==> config.mk <==
export PLATFORM = sky130hd
export DESIGN_NAME = col_port_arb
export DESIGN_NICKNAME = d
export VERILOG_FILES = /design/src/rtl/col_arb_pkg.sv /design/src/rtl/cpa_rr_pick.sv /design/src/rtl/cpa_flit_mux.sv /design/src/rtl/cpa_grant_ctrl.sv /design/src/rtl/col_port_arb.sv
export SDC_FILE = /design/constraint.sdc
export NUM_CORES = 1
export LEC_CHECK = 0
export BUFFER_PORTS_ARGS = -buffer_cell sky130_fd_sc_hd__buf_2
export CORE_MARGIN = 3
export CORE_UTILIZATION = 48
export CTS_BUF_LIST = sky130_fd_sc_hd__clkbuf_8
export DETAILED_ROUTE_END_ITERATION = 10
export PLACE_DENSITY = 0.95
export SYNTH_ARGS = -nofsm -noshare
export SYNTH_HDL_FRONTEND = slang
export SYNTH_SLANG_ARGS = --single-unit
export TNS_END_PERCENT = 5
==> constraint.sdc <==
create_clock -name clk -period 12.3 [get_ports clk]
set_input_delay 0.615 -clock clk [delete_from_list [all_inputs] [get_ports clk]]
set_output_delay 0.615 -clock clk [all_outputs]
set_load 0.005 [all_outputs]
==> src/rtl/col_arb_pkg.sv <==
package col_arb_pkg;

  // Round-robin wrap of an index into the range [0, n).
  function automatic int unsigned rr_wrap(input int unsigned v, input int unsigned n);
    return v % n;
  endfunction

endpackage

==> src/rtl/cpa_rr_pick.sv <==
module cpa_rr_pick
  import col_arb_pkg::*;
#(
  parameter int N  = 8,
  parameter int IW = 3
) (
  input  logic [N-1:0]  req,
  input  logic [IW-1:0] base,
  output logic          found,
  output logic [IW-1:0] idx
);

  // Scan from base upward with wrap; first requester wins.
  always_comb begin
    found = 1'b0;
    idx   = base;
    for (int k = 0; k < N; k++) begin
      if (!found && req[rr_wrap(int'(base) + k, N)]) begin
        found = 1'b1;
        idx   = IW'(rr_wrap(int'(base) + k, N));
      end
    end
  end

endmodule

==> src/rtl/cpa_flit_mux.sv <==
module cpa_flit_mux #(
  parameter int N  = 8,
  parameter int DW = 16,
  parameter int IW = 3
) (
  input  logic [N*DW-1:0] in_data,
  input  logic [N-1:0]    in_head,
  input  logic [N-1:0]    in_tail,
  input  logic [IW-1:0]   sel,
  output logic [DW-1:0]   o_data,
  output logic            o_head,
  output logic            o_tail
);

  logic [DW-1:0] lane [N];

  for (genvar g = 0; g < N; g++) begin : g_lane
    assign lane[g] = in_data[g*DW +: DW];
  end

  assign o_data = lane[sel];
  assign o_head = in_head[sel];
  assign o_tail = in_tail[sel];

endmodule

==> src/rtl/cpa_grant_ctrl.sv <==
module cpa_grant_ctrl
  import col_arb_pkg::*;
#(
  parameter int N  = 8,
  parameter int IW = 3
) (
  input  logic          clk,
  input  logic          rst,
  input  logic          cand_found,
  input  logic [IW-1:0] cand_idx,
  input  logic          sel_valid,
  input  logic          sel_tail,
  input  logic          out_ready,
  output logic          grant_active,
  output logic [IW-1:0] sel,
  output logic [IW-1:0] ptr,
  output logic          locked
);

  logic [IW-1:0] owner;
  logic          xfer;
  logic          done;

  assign sel          = locked ? owner : cand_idx;
  assign grant_active = locked | cand_found;
  assign xfer         = grant_active & sel_valid & out_ready;
  assign done         = xfer & sel_tail;

  always_ff @(posedge clk) begin
    if (rst) begin
      locked <= 1'b0;
      owner  <= '0;
      ptr    <= '0;
    end else if (grant_active) begin
      if (done) begin
        locked <= 1'b0;
        ptr    <= IW'(rr_wrap(int'(sel) + 1, N));
      end else begin
        locked <= 1'b1;
        owner  <= sel;
      end
    end
  end

endmodule

==> src/rtl/col_port_arb.sv <==
module col_port_arb #(
  parameter int N_SRC  = 8,
  parameter int DATA_W = 16
) (
  input  logic                    clk,
  input  logic                    rst,
  input  logic [N_SRC-1:0]        src_valid,
  input  logic [N_SRC-1:0]        src_head,
  input  logic [N_SRC-1:0]        src_tail,
  input  logic [N_SRC*DATA_W-1:0] src_data,
  output logic [N_SRC-1:0]        src_ready,
  output logic                    out_valid,
  output logic                    out_head,
  output logic                    out_tail,
  output logic [DATA_W-1:0]       out_data,
  input  logic                    out_ready
);

  localparam int IDX_W = (N_SRC > 1) ? $clog2(N_SRC) : 1;

  logic [N_SRC-1:0] head_req;
  logic             cand_found;
  logic [IDX_W-1:0] cand_idx;
  logic [IDX_W-1:0] ptr;
  logic [IDX_W-1:0] sel;
  logic             grant_active;
  logic             locked;

  assign head_req = src_valid & src_head;

  cpa_rr_pick #(.N(N_SRC), .IW(IDX_W)) u_pick (
    .req   (head_req),
    .base  (ptr),
    .found (cand_found),
    .idx   (cand_idx)
  );

  cpa_grant_ctrl #(.N(N_SRC), .IW(IDX_W)) u_ctrl (
    .clk          (clk),
    .rst          (rst),
    .cand_found   (cand_found),
    .cand_idx     (cand_idx),
    .sel_valid    (src_valid[sel]),
    .sel_tail     (src_tail[sel]),
    .out_ready    (out_ready),
    .grant_active (grant_active),
    .sel          (sel),
    .ptr          (ptr),
    .locked       (locked)
  );

  cpa_flit_mux #(.N(N_SRC), .DW(DATA_W), .IW(IDX_W)) u_mux (
    .in_data (src_data),
    .in_head (src_head),
    .in_tail (src_tail),
    .sel     (sel),
    .o_data  (out_data),
    .o_head  (out_head),
    .o_tail  (out_tail)
  );

  assign out_valid = grant_active & src_valid[sel];

  for (genvar g = 0; g < N_SRC; g++) begin : g_rdy
    assign src_ready[g] = grant_active & out_ready & (sel == IDX_W'(g));
  end

endmodule

==> reports/qor.yml, run 1 <==
port_buffers: 181
drtIter0Drc: 248
drc: 0
first_pass_iters: 5
netlist_area_um2: 2740
clk_path_buf_depth: 2
finalMaxSlewViolations: 0
synth-seq-cells: 7
placed_cell_area_um2: 3630
synthArstFlopShare_pct: 0
root_buffer: "clkbuf_8"
synth_cell_types: 55
power.leakage_uw: 0.00176
dp_hpwl_um: 8510
die_x_um: 81.5
antenna_left: 0
fin_area_um2: 3670
htreeDepth: 1
finalClockSkew_ps: 6.95
syn2layout_area_growth_pct: 34.3
cp_top_family: "buffers and inverters"
clkSinkCount: 7
crit_slowest_cell: "dfxtp_1"
place.gp.congestion: 1.02
first_global_vias: 3303
grt_overflow: 0
cts_tree: "built"
layout_min_cycle_time_ps: 6210
rsz0062_at_grt: "no"
post-synth-top-count-cell: "nand2_1"
path_cells: "inv_1 > ha_1 > inv_1 > mux4_2 > a211oi_1 > o2111ai_1 > a21oi_1 > o21ai_1 > and2_1 > inv_1 > buf_4 > ha_1 > ha_1 > and3_1 > buf_2"
maxCapViolations: 0
drt-total-wl_um: 10400
finalSetupTns_ps: 0
crit_fanout: 28
die_h_um: 81.5
max_freq_ghz: 0.161
wl_per_cell_um: 19.1
crit_path_max_incr_delay_ps: 950
antenna_found_initial: 0
finalSetupViolCount: 0
cp-start-kind: "register"
path_class: "reg2out"
yosysWarnings: 0
viasPerCell: 6.25
synth_top_cells_by_count: "nand2_1 (80), mux4_2 (43), clkbuf_1 (15)"
required_ps: 11690
num_rows: 26
avgSynthCellArea_um2: 8.71
grt_max_degree: 43
worstMarginPinSlew_ps: 971
ir_drop_uv: 172
grt_pass1_wl_um: 15800
seq_area_frac_synth_pct: 5.12
crit_arrival_ps: 5600
powerDensity_nw_per_um2: 320
max_slew_margin_pct: 35.2
core_area_um2: 5300
final_nets: 640
worstSkewPairLatency_ps: 240
netlist_top_cells_area: "mux4_2 (35%), nand2_1 (11%), dfxtp_1 (5.1%), ha_1 (3.7%), a211oi_1 (2.5%)"
numCtsBuffers: 3
vias: 3410
fp.dieArea_um2: 6640
ctsHoldBuffers: 0
yosysTopAreaCell: "mux4_2"
start_util_pct: 51.6
diodes: 0
synth_edf_count: 0
cts_resized: 0
netlist_instances: 314
outcome: "finished, final reports clean"
dp_slack_ps: 6390
grt_usage_pct: 30.6
post_cts_buffers: 0
timing.final.crit_share_pct: 50.5
critical_path_buf_inv_count: 5
p_total_uw: 1180
drive_gt1_share_pct: 50.8
hold_viol: 0
synth_top_area_share_pct: 35.4
ios: 182
yosys_most_used_dff: "dfxtp_1"
clkTransAtPathRegs_ps: 50
worst_hold_path_type: "reg2reg"
timing.reg2reg.setup_slack_ps: 6820
layout_setup_ws_ps: 6090
end_kind: "primary output"
synth_fp_nets: 477
stage by stage:
step	cells	utilization, %	hold WS, ps
final	546	69.3	514
after global routing	546	69.3	546
after CTS	546	69.3	514
after detailed placement	542	68.5	507
after global placement	542	68.5	499
after floorplan	314	-	464
placed cells by master, fill, tap and decap left out, types with 3 or more instances in the layout:
master	instances
o21ai_2	3
nand2_1	80
ha_1	8
a211oi_1	9
inv_1	10
mux2i_1	5
buf_2	181
o2111ai_1	6
o21a_1	5
o21ai_0	6
nor2_1	11
and2_1	5
nor3_1	9
nand4b_1	3
a21oi_1	11
mux4_2	43
dfxtp_1	7
nand2b_1	3
clkbuf_8	3
nand3_1	9
o21ai_1	3
and3_1	7
worst paths after layout:
path	from	to	depth (start not counted)
setup reg to reg	u_ctrl.ptr[0]$_SDFFE_PP0P_	u_ctrl.owner[0]$_SDFFE_PP0P_	14
hold / removal	u_ctrl.owner[1]$_SDFFE_PP0P_	u_ctrl.owner[1]$_SDFFE_PP0P_	2
setup / recovery	u_ctrl.ptr[0]$_SDFFE_PP0P_	src_ready[7]	15
hold reg to reg	u_ctrl.owner[1]$_SDFFE_PP0P_	u_ctrl.owner[1]$_SDFFE_PP0P_	2
power breakdown:
group | switching, uW | leakage, uW | internal [uW]
Clock | 12.4 | 0.0000269 | 21.8
Combinational | 579 | 0.00168 | 510
Sequential | 23.2 | 0.0000576 | 31.2
cell type report:
type / instances / area, um2
Fill cell: 432 / 1630
Timing Repair Buffer: 183 / 921
Multi-Input combinational cell: 272 / 2440
Inverter: 10 / 40.0
Clock inverter: 1 / 3.75
Tap cell: 70 / 87.6
Clock buffer: 3 / 41.3
Sequential cell: 7 / 140
flip-flops by register name (all words and copies together) (netlist names):
register	count
u_ctrl.locked	1
u_ctrl.owner	3
u_ctrl.ptr	3
tightest hold or removal path: cells and delay by family, from the launching register on:
family	cells	cell delay, ps
AOI/OAI and AO/OA	2	140
DFF	1	320
metal layers:
metal	global-route usage (%)	vias up	wire length, um
li1	-	1560	-
met1	37.2	1606	3960
met2	55.3	216	5170
met3	4.82	28	1010
met4	9.29	0	264
met5	0	-	0
kinds of logic (layout without fill, tap and decap cells):
family	Yosys count	in the layout	share of synthesized area [%]
mux	50	50	39.1
compound gates	68	68	18.9
simple gates	143	143	25.9
buf+inv	35	197	6.36
flops	7	7	5.12
fa+ha+maj	8	8	3.66
xor+xnor	3	3	0.960
(Power assumes the default switching activity.)
==> inputs of run 2 (changes only) <==
--- a/config.mk
+++ b/config.mk
@@ -7,10 +7,10 @@
 export LEC_CHECK = 0
 export BUFFER_PORTS_ARGS = -buffer_cell sky130_fd_sc_hd__buf_2
 export CORE_MARGIN = 3
-export CORE_UTILIZATION = 48
+export CORE_UTILIZATION = 44
 export CTS_BUF_LIST = sky130_fd_sc_hd__clkbuf_8
 export DETAILED_ROUTE_END_ITERATION = 10
-export PLACE_DENSITY = 0.95
+export PLACE_DENSITY = 0.94
 export SYNTH_ARGS = -nofsm -noshare
 export SYNTH_HDL_FRONTEND = slang
 export SYNTH_SLANG_ARGS = --single-unit
==> constraint.sdc (replaced) <==
create_clock -name clk -period 6.35 [get_ports clk]
set_input_delay 0.3175 -clock clk [delete_from_list [all_inputs] [get_ports clk]]
set_output_delay 0.3175 -clock clk [all_outputs]
set_load 0.005 [all_outputs]
==> reports/qor.yml, run 2 (same netlist as run 1, synthesis figures left out) <==
crit_fanout: 37  # +32%
powerDensity_nw_per_um2: 613  # +91%
final_nets: 640  # unchanged
clkSinkCount: 7  # unchanged
first_global_vias: 3261  # -1.3%
max_slew_margin_pct: 24.5  # -11 points
grt_max_degree: 43  # unchanged
vias: 3409  # -0.029%
antenna_found_initial: 1  # +1
wl_per_cell_um: 19.7  # +3.2%
drtIter0Drc: 180  # -27%
start_util_pct: 45.9  # -5.7 points
rsz0062_at_grt: "no"
ctsHoldBuffers: 0  # unchanged
cts_tree: "built"
place.gp.congestion: 0.964  # -5.8%
die_x_um: 84.9  # +4.1%
core_area_um2: 5960  # +12%
grt_pass1_wl_um: 16900  # +6.8%
timing.final.crit_share_pct: 88.1
hold_viol: 0  # unchanged
power.leakage_uw: 0.00176  # about the same
multi_input_area_um2: 2440  # unchanged
maxCapViolations: 0  # unchanged
finalSetupViolCount: 0  # unchanged
placed_cell_area_um2: 3640  # +0.17%
syn2layout_area_growth_pct: 34.6
drt-total-wl_um: 10900  # +4.3%
drc: 0  # unchanged
antenna_left: 0  # unchanged
end_kind: "primary output"
worstMarginPinSlew_ps: 1130  # +159 ps
layout_setup_ws_ps: 755  # -5330 ps
grt_overflow: 0  # unchanged
finalSetupTns_ps: 0  # unchanged
port_buffers: 181  # unchanged
fp.dieArea_um2: 7200  # +8.4%
first_pass_iters: 7  # +2
max_freq_ghz: 0.179
final_cell_mix: "buf_2 (181), nand2_1 (80), mux4_2 (43)"
worst_hold_path_type: "in2reg"
clk_path_buf_depth: 2  # unchanged
worstSkewPairLatency_ps: 230  # about the same
die_h_um: 84.9  # +4.1%
numCtsBuffers: 3  # unchanged
fin_area_um2: 3680  # +0.24%
finalMaxSlewViolations: 0  # unchanged
fillCellCount: 529  # +22%
grt_usage_pct: 29.7  # -0.94 points
outcome: "finished, final reports clean"
htreeDepth: 1  # unchanged
required_ps: 6030  # -5660 ps
dp_hpwl_um: 8990  # +5.7%
ios: 182  # unchanged
final_common_cell: "buf_2"
cts_resized: 0  # unchanged
cp-start-kind: "register"
crit_arrival_ps: 5280  # -320 ps
post_cts_buffers: 0  # unchanged
ir_drop_uv: 394  # +130%
finalClockSkew_ps: 0.519  # -6.43 ps
root_buffer: "clkbuf_8"
layout_min_cycle_time_ps: 5590
dp_slack_ps: 1060  # -5340 ps
drive_gt1_share_pct: 50.8  # unchanged
num_rows: 28  # +7.7%
viasPerCell: 6.18  # -1.1%
path_class: "reg2out"
register_area_um2: 140  # unchanged
clkTransAtPathRegs_ps: 40  # about the same
reg.largest.list: "u_ctrl.owner x3, u_ctrl.ptr x3, u_ctrl.locked x1"
[run 2: cell count changes in the layout (fill, tap and decap cells not counted), sizes merged]
cell   previous run  this run
diode             0         1
[run 2: final cells by class]
type / instances / area share, %
Antenna cell: 1 / 0.0679
Multi-Input combinational cell: 272 / 66.3
Sequential cell: 7 / 3.80
Timing Repair Buffer: 183 / 25.0
Tap cell: 75 / 2.55
Inverter: 10 / 1.09
Clock inverter: 1 / 0.102
Clock buffer: 3 / 1.12
[run 2: stage by stage]
step | cells | util [%] | total power, uW | hold WS, ps
after CTS | 551 | 61.8 | 2260 | 339
after global routing | 552 | 61.8 | 2460 | 350
final | 552 | 61.8 | 2260 | 344
after detailed placement | 547 | 61.1 | 2190 | 497
after global placement | 547 | 61.1 | 2150 | 485
after floorplan | 314 | - | 1640 | 387
[run 2: power breakdown]
part           switching, uW  internal, uW
sequential              35.4          60.6
combinational           1120           976
clock                   22.2          42.0
[run 2: critical path: stages (launching register included)]
cell      delay [ps]
dfxtp_1          640
inv_1             90
ha_1             450
inv_1            320
mux4_2           620
a211oi_1         400
nand3_1          210
a41oi_4          970
inv_1            640
ha_1             380
and3_1           180
buf_2            130
[run 2: path summary, 6_finish.rpt]
check | startpoint | depth (start not counted) | end | slack, ps
max | u_ctrl.ptr[1]$_SDFFE_PP0P_ | 11 | src_ready[7] | 760
min reg2reg | u_ctrl.owner[1]$_SDFFE_PP0P_ | 2 | u_ctrl.owner[1]$_SDFFE_PP0P_ | 510
max reg2reg | u_ctrl.ptr[1]$_SDFFE_PP0P_ | 11 | u_ctrl.ptr[2]$_SDFFE_PP0P_ | 1260
min | rst | 2 | u_ctrl.ptr[2]$_SDFFE_PP0P_ | 340
[run 2: routing by layer]
metal	wire [um]	vias up	global-route usage [%]
li1	-	1562	-
met1	4110	1607	36.9
met2	5550	220	53.5
met3	926	20	4.08
met4	268	0	8.78
met5	0	-	0
==> inputs of run 3 (changes only) <==
==> constraint.sdc (replaced) <==
create_clock -name clk -period 5.2 [get_ports clk]
set_input_delay 0.26 -clock clk [delete_from_list [all_inputs] [get_ports clk]]
set_output_delay 0.26 -clock clk [all_outputs]
set_load 0.005 [all_outputs]
==> reports/qor.yml, run 3 (same netlist as run 1, synthesis figures left out) <==
maxCapViolations: 0  # unchanged
power.leakage_uw: 0.00181  # +2.5%
cts_resized: 0  # unchanged
globalRouteMet1Util_pct: 40.8  # +3.9 points
clkTransAtPathRegs_ps: 40  # about the same
hold_depth: 2  # unchanged
crit_fanout: 22  # -41%
final_nets: 647  # +1.1%
antenna_found_initial: 3  # +2
antenna_left: 0  # unchanged
clkSinkCount: 7  # unchanged
grt_max_degree: 37  # -14%
powerDensity_nw_per_um2: 763  # +25%
dp_hpwl_um: 9490  # +5.6%
fp.dieArea_um2: 7200  # unchanged
top_usage_layer: "met2"
ios: 182  # unchanged
grtUsageMet2_pct: 53.5  # unchanged
path_class: "reg2out"
layout_setup_ws_ps: 582  # -173 ps
finalMaxSlewViolations: 0  # unchanged
grt_usage_pct: 30.9  # +1.2 points
root_buffer: "clkbuf_8"
drtIter0Drc: 192  # +6.7%
timing.final.crit_share_pct: 88.8
syn2layout_area_growth_pct: 37.6
fin_cells: 561  # +1.6%
core_area_um2: 5960  # unchanged
placed_cell_area_um2: 3710  # +2.1%
final_cell_mix: "buf_2 (181), nand2_1 (80), mux4_2 (43)"
first_global_vias: 3429  # +5.2%
required_ps: 4940  # -1090 ps
vias: 3483  # +2.2%
dpl.cell_count: 554  # +1.3%
finalClockSkew_ps: 3.40  # +2.89 ps
die_h_um: 84.9  # unchanged
dp_slack_ps: 791  # -266 ps
drt-total-wl_um: 11400  # +5.2%
numCtsBuffers: 3  # unchanged
drc: 0  # unchanged
die_x_um: 84.9  # unchanged
ir_drop_uv: 470  # +19%
end_kind: "primary output"
finalSetupTns_ps: 0  # unchanged
wl_per_cell_um: 20.4  # +3.5%
final_common_cell: "buf_2"
reg.largest.list: "u_ctrl.owner x3, u_ctrl.ptr x3, u_ctrl.locked x1"
place.gp.congestion: 0.973  # +0.87%
reg2reg_depth: 13  # +2
clk_path_buf_depth: 2  # unchanged
max_freq_ghz: 0.217
worst_hold_path_type: "in2reg"
viasPerCell: 6.21  # +0.53%
port_buffers: 181  # unchanged
multi_input_area_um2: 2440  # unchanged
fin_area_um2: 3770  # +2.2%
finalSetupViolCount: 0  # unchanged
num_rows: 28  # unchanged
hold_viol: 0  # unchanged
layout_min_cycle_time_ps: 4620
fillCellCount: 539  # +1.9%
drive_gt1_share_pct: 51.6  # +0.71 points
grt_pass1_wl_um: 17600  # +4.3%
first_pass_iters: 5  # -2
ctsHoldBuffers: 0  # unchanged
start_util_pct: 45.9  # unchanged
register_area_um2: 140  # unchanged
outcome: "finished, final reports clean"
cp-start-kind: "register"
rsz0062_at_grt: "no"
htreeDepth: 1  # unchanged
post_cts_buffers: 0  # unchanged
crit_arrival_ps: 4360  # -920 ps
worstMarginPinSlew_ps: 597  # -533 ps
max_slew_margin_pct: 60.2  # +36 points
worstSkewPairLatency_ps: 230  # about the same
grtUsageMet3_pct: 2.82  # -1.3 points
grt_overflow: 0  # unchanged
p_total_uw: 2880  # +27%
cts_tree: "built"
-- run 3: cell count changes in the layout (fill, tap and decap cells not counted) --
cell and change:
buf_4 +5, buf_12 +2, diode_2 +2
-- run 3: final cells by class --
class                   instances  area share, %
flip-flops and latches          7           3.72
diodes                          3          0.199
well taps                      75           2.49
inverters                      10           1.06
repair buffers                190           26.5
clock buffers                   3           1.10
multi-input cells             272           64.8
clock inverters                 1         0.0997
-- run 3: where the power goes --
| group | internal (uW) | total [uW] | switching [uW] |
|---|---|---|---|
| logic | 1280 | 2680 | 1400 |
| clock network | 51.4 | 78.5 | 27.2 |
| registers | 73.9 | 114 | 40.1 |
| total | 1410 | 2880 | 1470 |
-- run 3: through the flow --
step | hold WS [ps] | utilization [%]
after global placement | 505 | 62.4
final | 304 | 63.2
after detailed placement | 517 | 62.4
after floorplan | 329 | -
after CTS | 299 | 63.1
after global routing | 312 | 63.2
-- run 3: worst paths after layout --
path,endpoint,slack [ps],from
worst min-delay path,u_ctrl.owner[1]$_SDFFE_PP0P_,300,rst
worst max register to register,u_ctrl.owner[0]$_SDFFE_PP0P_,960,u_ctrl.ptr[0]$_SDFFE_PP0P_
worst max-delay path,out_data[6],580,u_ctrl.ptr[0]$_SDFFE_PP0P_
worst min register to register,u_ctrl.owner[1]$_SDFFE_PP0P_,530,u_ctrl.owner[1]$_SDFFE_PP0P_
-- run 3: critical path: stages (launching register included) --
cell	delay, ps
dfxtp_1	490
inv_1	80
ha_1	310
inv_1	240
mux4_2	610
a211o_1	310
nor4b_4	350
o21a_1	270
o31ai_4	100
inv_4	320
buf_12	250
mux4_2	520
nand2_1	90
nand2_1	50
buf_2	120
-- run 3: layer usage --
metal | vias to the layer above | part of all wire [%] | wire (um)
met2 | 205 | 51 | 5820
met5 | - | 0 | 0
met1 | 1686 | 39 | 4420
met3 | 20 | 8.0 | 917
met4 | 0 | 2.4 | 273
li1 | 1572 | - | -
